===== config.mk =====
export PLATFORM = sky130hd
export DESIGN_NAME = cascaded_pic_pair
export DESIGN_NICKNAME = d
export VERILOG_FILES = /design/src/rtl/cascaded_pic_pair.sv
export SDC_FILE = /design/constraint.sdc
export NUM_CORES = 1
export LEC_CHECK = 0
export BUFFER_PORTS_ARGS = -buffer_cell sky130_fd_sc_hd__buf_2
export CORE_ASPECT_RATIO = 0.6
export CORE_MARGIN = 5
export CORE_UTILIZATION = 35
export DETAILED_ROUTE_END_ITERATION = 6
export PLACE_DENSITY = 0.58
export SLEW_MARGIN = 20
export SYNTH_ARGS = -nofsm -noshare
export SYNTH_HDL_FRONTEND = slang
export SYNTH_SLANG_ARGS = --single-unit

===== constraint.sdc =====
create_clock -name clk -period 4.3 [get_ports clk]
set_input_delay 0.43 -clock clk [delete_from_list [all_inputs] [get_ports clk]]
set_output_delay 0.43 -clock clk [all_outputs]
set_load 0.005 [all_outputs]

===== src/rtl/cascaded_pic_pair.sv =====
module cascaded_pic_pair (
  input  logic        clk,
  input  logic        rst_n,
  input  logic [15:0] irq,
  input  logic [1:0]  addr,
  input  logic        wr_en,
  input  logic [7:0]  wr_data,
  input  logic        rd_en,
  output logic [7:0]  rd_data,
  output logic        int_out,
  output logic [7:0]  int_vec,
  input  logic        int_ack
);

  logic [7:0] mask [2];
  logic [7:0] isr  [2];
  logic [7:0] isr_clr [2];
  logic [7:0] isr_set [2];
  logic [7:0] casc [2];
  logic [4:0] base [2];
  logic [1:0] cfg  [2];
  logic       init [2];
  logic       need_base [2];
  logic       casc_set [2];
  logic       aeoi [2];
  logic       show_isr [2];

  logic       m_hit, s_hit, take_m, take_s, casc_ok;
  logic [2:0] m_idx, s_idx;

  assign casc_ok = casc[0][2] && (casc[1] == 8'd2);

  always_comb begin
    m_hit = 1'b0; m_idx = 3'd0;
    s_hit = 1'b0; s_idx = 3'd0;
    for (int n = 7; n >= 0; n--) begin
      if (irq[n] && !mask[0][n] && ((isr[0] & 8'((16'd2 << n) - 16'd1)) == 8'd0)) begin
        m_hit = 1'b1; m_idx = 3'(n);
      end
      if (casc_ok && isr[0] == 8'd0 && irq[8+n] && !mask[1][n] &&
          ((isr[1] & 8'((16'd2 << n) - 16'd1)) == 8'd0)) begin
        s_hit = 1'b1; s_idx = 3'(n);
      end
    end
  end

  assign take_m = !int_out && m_hit;
  assign take_s = !int_out && !m_hit && s_hit;

  assign isr_set[0] = aeoi[0] ? 8'd0 : take_m ? (8'd1 << m_idx) : take_s ? 8'h04 : 8'd0;
  assign isr_set[1] = (take_s && !aeoi[1]) ? (8'd1 << s_idx) : 8'd0;

  always_comb begin
    for (int c = 0; c < 2; c++) begin
      isr_clr[c] = isr[c];
      if (wr_en && addr == {1'(c), 1'b0} && !wr_data[4] && !wr_data[3] && wr_data[5])
        isr_clr[c] = wr_data[6] ? (isr[c] & ~(8'd1 << wr_data[2:0])) : 8'd0;
    end
  end

  assign rd_data = addr[0] ? mask[addr[1]] : (show_isr[addr[1]] ? isr[addr[1]] : 8'd0);

  always_ff @(posedge clk) begin
    if (!rst_n) begin
      for (int c = 0; c < 2; c++) begin
        mask[c] <= 8'd0; isr[c] <= 8'd0; casc[c] <= 8'd0; base[c] <= 5'd0;
        cfg[c] <= 2'd0; init[c] <= 1'b0; need_base[c] <= 1'b0;
        casc_set[c] <= 1'b0; aeoi[c] <= 1'b0; show_isr[c] <= 1'b0;
      end
      int_out <= 1'b0;
      int_vec <= 8'd0;
    end else begin
      for (int c = 0; c < 2; c++) begin
        isr[c] <= isr_clr[c] | isr_set[c];
        if (rd_en && addr == {1'(c), 1'b0}) show_isr[c] <= 1'b0;
        if (wr_en && addr == {1'(c), 1'b0}) begin
          if (wr_data[4]) begin
            init[c] <= 1'b1; need_base[c] <= 1'b1; casc_set[c] <= 1'b0;
            cfg[c] <= wr_data[1:0]; aeoi[c] <= 1'b0;
          end else if (wr_data[3] && wr_data == 8'h0B) begin
            show_isr[c] <= 1'b1;
          end
        end
        if (wr_en && addr == {1'(c), 1'b1}) begin
          if (!init[c]) begin
            mask[c] <= wr_data;
          end else if (need_base[c]) begin
            base[c] <= wr_data[7:3];
            need_base[c] <= 1'b0;
            if (cfg[c][1] && !cfg[c][0]) init[c] <= 1'b0;
          end else if (!cfg[c][1] && !casc_set[c]) begin
            casc[c] <= wr_data;
            casc_set[c] <= 1'b1;
            if (!cfg[c][0]) init[c] <= 1'b0;
          end else begin
            aeoi[c] <= wr_data[1];
            init[c] <= 1'b0;
          end
        end
      end
      if (int_ack) begin
        int_out <= 1'b0;
      end else if (take_m || take_s) begin
        int_out <= 1'b1;
        int_vec <= take_m ? {base[0], m_idx} : {base[1], s_idx};
      end
    end
  end

  logic [7:0] isr0_q, isr1_q, new0, new1;
  always_ff @(posedge clk) begin
    if (!rst_n) begin
      isr0_q <= 8'd0; isr1_q <= 8'd0;
    end else begin
      isr0_q <= isr[0]; isr1_q <= isr[1];
    end
  end
  assign new0 = isr[0] & ~isr0_q;
  assign new1 = isr[1] & ~isr1_q;


  int_hold_chk: assert property (@(posedge clk) disable iff (!rst_n)
    int_out && !int_ack |=> int_out && $stable(int_vec));

  prio_gate_chk: assert property (@(posedge clk) disable iff (!rst_n)
    new0 != 8'd0 |-> $onehot0(new0) && ((isr0_q & 8'((new0 << 1) - 8'd1)) == 8'd0));

  sec_block_chk: assert property (@(posedge clk) disable iff (!rst_n)
    new1 != 8'd0 |-> isr0_q == 8'd0);

  line2_mark_chk: assert property (@(posedge clk) disable iff (!rst_n)
    new1 != 8'd0 |-> isr[0][2] || aeoi[0]);

endmodule


==> metrics.cfg <==
[critical_path]
r2r-end=int_vec[0]
setup.worst_path.end_class=register
reg2reg_from=casc[0][12]
cp.required_ns=4.57
cp_data_arrival_time_ns=3.10
reg2reg_slack_ns=1.48
crit_path_max_fanout=10
critPathKind=register to register
reg2reg_depth=6
start_kind=register

[die]
die_h_microns=91.7
start_util_pct=36.4
io-pin-count=48
die_area_sq_um=13400
rows=29
fp.dieW_microns=146
core-area_sq_um=10700

[timing]
fin_setup_tns_ns=0
skew_ns=0.00784
fin_hold_ws_ns=0.284
period_minus_slack_ns=2.82
rsz0062_at_grt=no
maxSlewHeadroom_pct=33.8
fin_crit_sh_pct=65.7
tightest_slew_ns=0.986
fmax_ghz=0.354
final_hold_viol_count=0
final-setup-viol-count=0
slew_violations=0

[grt]
grt_pass1_wl_mm=17.4
antenna_found_initial=0
grt_overflow_total=0
globalRouteTotalUtil_pct=16.7
grt_max_degree=28
grt_pass1_vias=3082

[power]
p_seq_share_pct=45.4
powerDensity_nw_per_um2=393
p_sw_mw=0.464
sw_frac_of_total_pct=25.9
power_frac_comb_pct=13.3
p_leak_nw=1.76
clkPwrFrac_pct=41.3
irDropWorstVdd_uv=199
p_int_mw=1.33

[worst_hold_path]
min_path_cells=2
min_to=int_out
hold_path.class=input port to register
holdCritStartpoint=int_ack

[synth]
synth_fp_nets=418
syn_area_sq_um=3890
yosys_warnings=0
synth_cells=387
synth.distinct_cells=62
ys.flop_type=edfxtp_1
ys_async_sr_fraction_pct=0
syn_avg_cell_area_sq_um=10.1
synth_edf_count=45
yosysSeqAreaShare_pct=49.6
ys_seq_elements=74

[status]
status=finished clean

[clock_tree]
clk_pin_slew_ns=0.06
post_cts_resized=0
cts_hold_buf=0
cts_max_path_buffers=2
clock_latency_ns=0.33
post_cts_buffers=0
numCtsBuffers=9
cts_tree=yes
cts.htree.levels=3
cts_sinks=74
clockRootBuffer=clkbuf_16

[cells_and_area]
drive_gt1_share_pct=19.6
area_growth_pct=17.2
n_antenna_cell=0
final_core_utilization_pct=42.6
final_cell_area_sq_um=4560
layout.nets=465

[drt]
routedWlPerCell_microns=19.6
drt_iter0_drc=346
dr.pass1.iters=5
via_count=3293
drc=0
wl_mm=11.3
drtAntennaViolNets=0
via_per_inst=5.70

[place]
gp_congestion=0.924
dpl_cell_area_sq_um=4270
io_buffers=47
hpwl_mm=8.71

[job]
maxCapViolCount=0

[worst max path at each step]
stage	startpoint	slack (ns)	endpoint
floorplan	irq[4]	1.97	isr[1][3]
global placement	irq[4]	1.58	isr[1][2]
detailed placement	casc[0][12]	1.55	int_vec[0]
CTS	casc[0][12]	1.52	int_vec[0]
global route	casc[0][12]	1.32	int_vec[7]
finish	casc[0][12]	1.48	int_vec[0]
[per-stage QoR]
step / total power [mW] / cells / setup WS (ns)
finish: 1.79 / 578 / 1.48
global route: 1.86 / 578 / 1.32
CTS: 1.81 / 578 / 1.52
detailed placement: 1.06 / 562 / 1.55
global placement: 1.06 / 562 / 1.58
floorplan: 0.976 / 387 / 1.97
[cells in the mapped netlist (3+ instances only)]
master / n / share of area, %
dfxtp_1: 29 / 15
nor2_1: 24 / 2.3
a21boi_0: 3 / 0.58
and2_1: 14 / 2.2
nand3_1: 15 / 1.9
nor3b_1: 3 / 0.58
nand2_1: 34 / 3.3
o22ai_1: 8 / 1.3
nor2b_1: 19 / 3.1
clkbuf_1: 12 / 1.2
a21o_1: 4 / 0.77
o21bai_1: 3 / 0.58
nand4_1: 6 / 0.96
nor3_1: 14 / 1.8
nor4b_1: 3 / 0.67
mux2i_1: 21 / 5.4
or4b_2: 3 / 0.77
o31ai_1: 5 / 0.96
edfxtp_1: 45 / 35
o21a_1: 5 / 0.96
or3_1: 3 / 0.48
a32oi_1: 3 / 0.67
a211oi_1: 8 / 1.5
nand2b_1: 14 / 2.2
a21oi_1: 21 / 2.7
o21ai_0: 14 / 1.8
inv_1: 11 / 1.1
[routing by layer]
metal | part of all wire [%] | wire (microns) | track usage, %
met5 | 0 | 0 | 0
met4 | 1.4 | 163 | 3.99
met3 | 9.1 | 1030 | 5.37
met2 | 39 | 4400 | 22.2
met1 | 51 | 5740 | 25.8
[power by group through the flow]
| stage | combinational, mW | sequential (mW) | clock, mW |
|---|---|---|---|
| floorplan | 0.158 | 0.818 | 0 |
| global placement | 0.232 | 0.829 | 0 |
| detailed placement | 0.234 | 0.829 | 0 |
| CTS | 0.235 | 0.814 | 0.757 |
| global route | 0.258 | 0.818 | 0.786 |
| finish | 0.239 | 0.815 | 0.740 |
[cell type report]
| cell class | count | area (sq um) |
|---|---|---|
| repair buffers | 50 | 258 |
| flip-flops and latches | 74 | 1930 |
| clock inverters | 6 | 66.3 |
| well taps | 139 | 174 |
| fillers | 1024 | 6140 |
| clock buffers | 10 | 229 |
| inverters | 11 | 41.3 |
| multi-input cells | 288 | 1860 |
[worst max-delay path, stage by stage (launching register included)]
cell and delay (ns):
edfxtp_1 0.35, or4b_2 0.67, nor3_1 0.40, nand3_1 0.27
o31ai_4 0.47, and2_1 0.37, o221a_2 0.23
[registers in the layout, summed over array words and instances (netlist names)]
register and count:
init 2, cfg 4, int_vec 8, int_out 1
isr 16, casc_set 2, aeoi 2, need_base 2
base 10, show_isr 2, casc 9, mask 16
[layout by cell type, fill, tap and decap left out, drive strengths merged, types with 8 or more instances in the layout]
cell / netlist / routed
nand3: 15 / 15
nor2b: 19 / 19
and2: 14 / 14
o22ai: 8 / 8
clkbuf: 12 / 10
a21oi: 21 / 21
dfxtp: 29 / 29
nor2: 24 / 24
a211oi: 8 / 8
nor3: 14 / 14
nand2: 34 / 34
mux2i: 21 / 21
buf: 2 / 50
edfxtp: 45 / 45
inv: 11 / 12
o21ai: 16 / 16
nand2b: 14 / 14
[logic make-up after synthesis]
group / share of synthesized area (%)
buf+inv: 2.51
flops: 49.6
simple gates: 24.4
mux: 5.69
compound gates: 17.8
(Power assumes the default switching activity.)
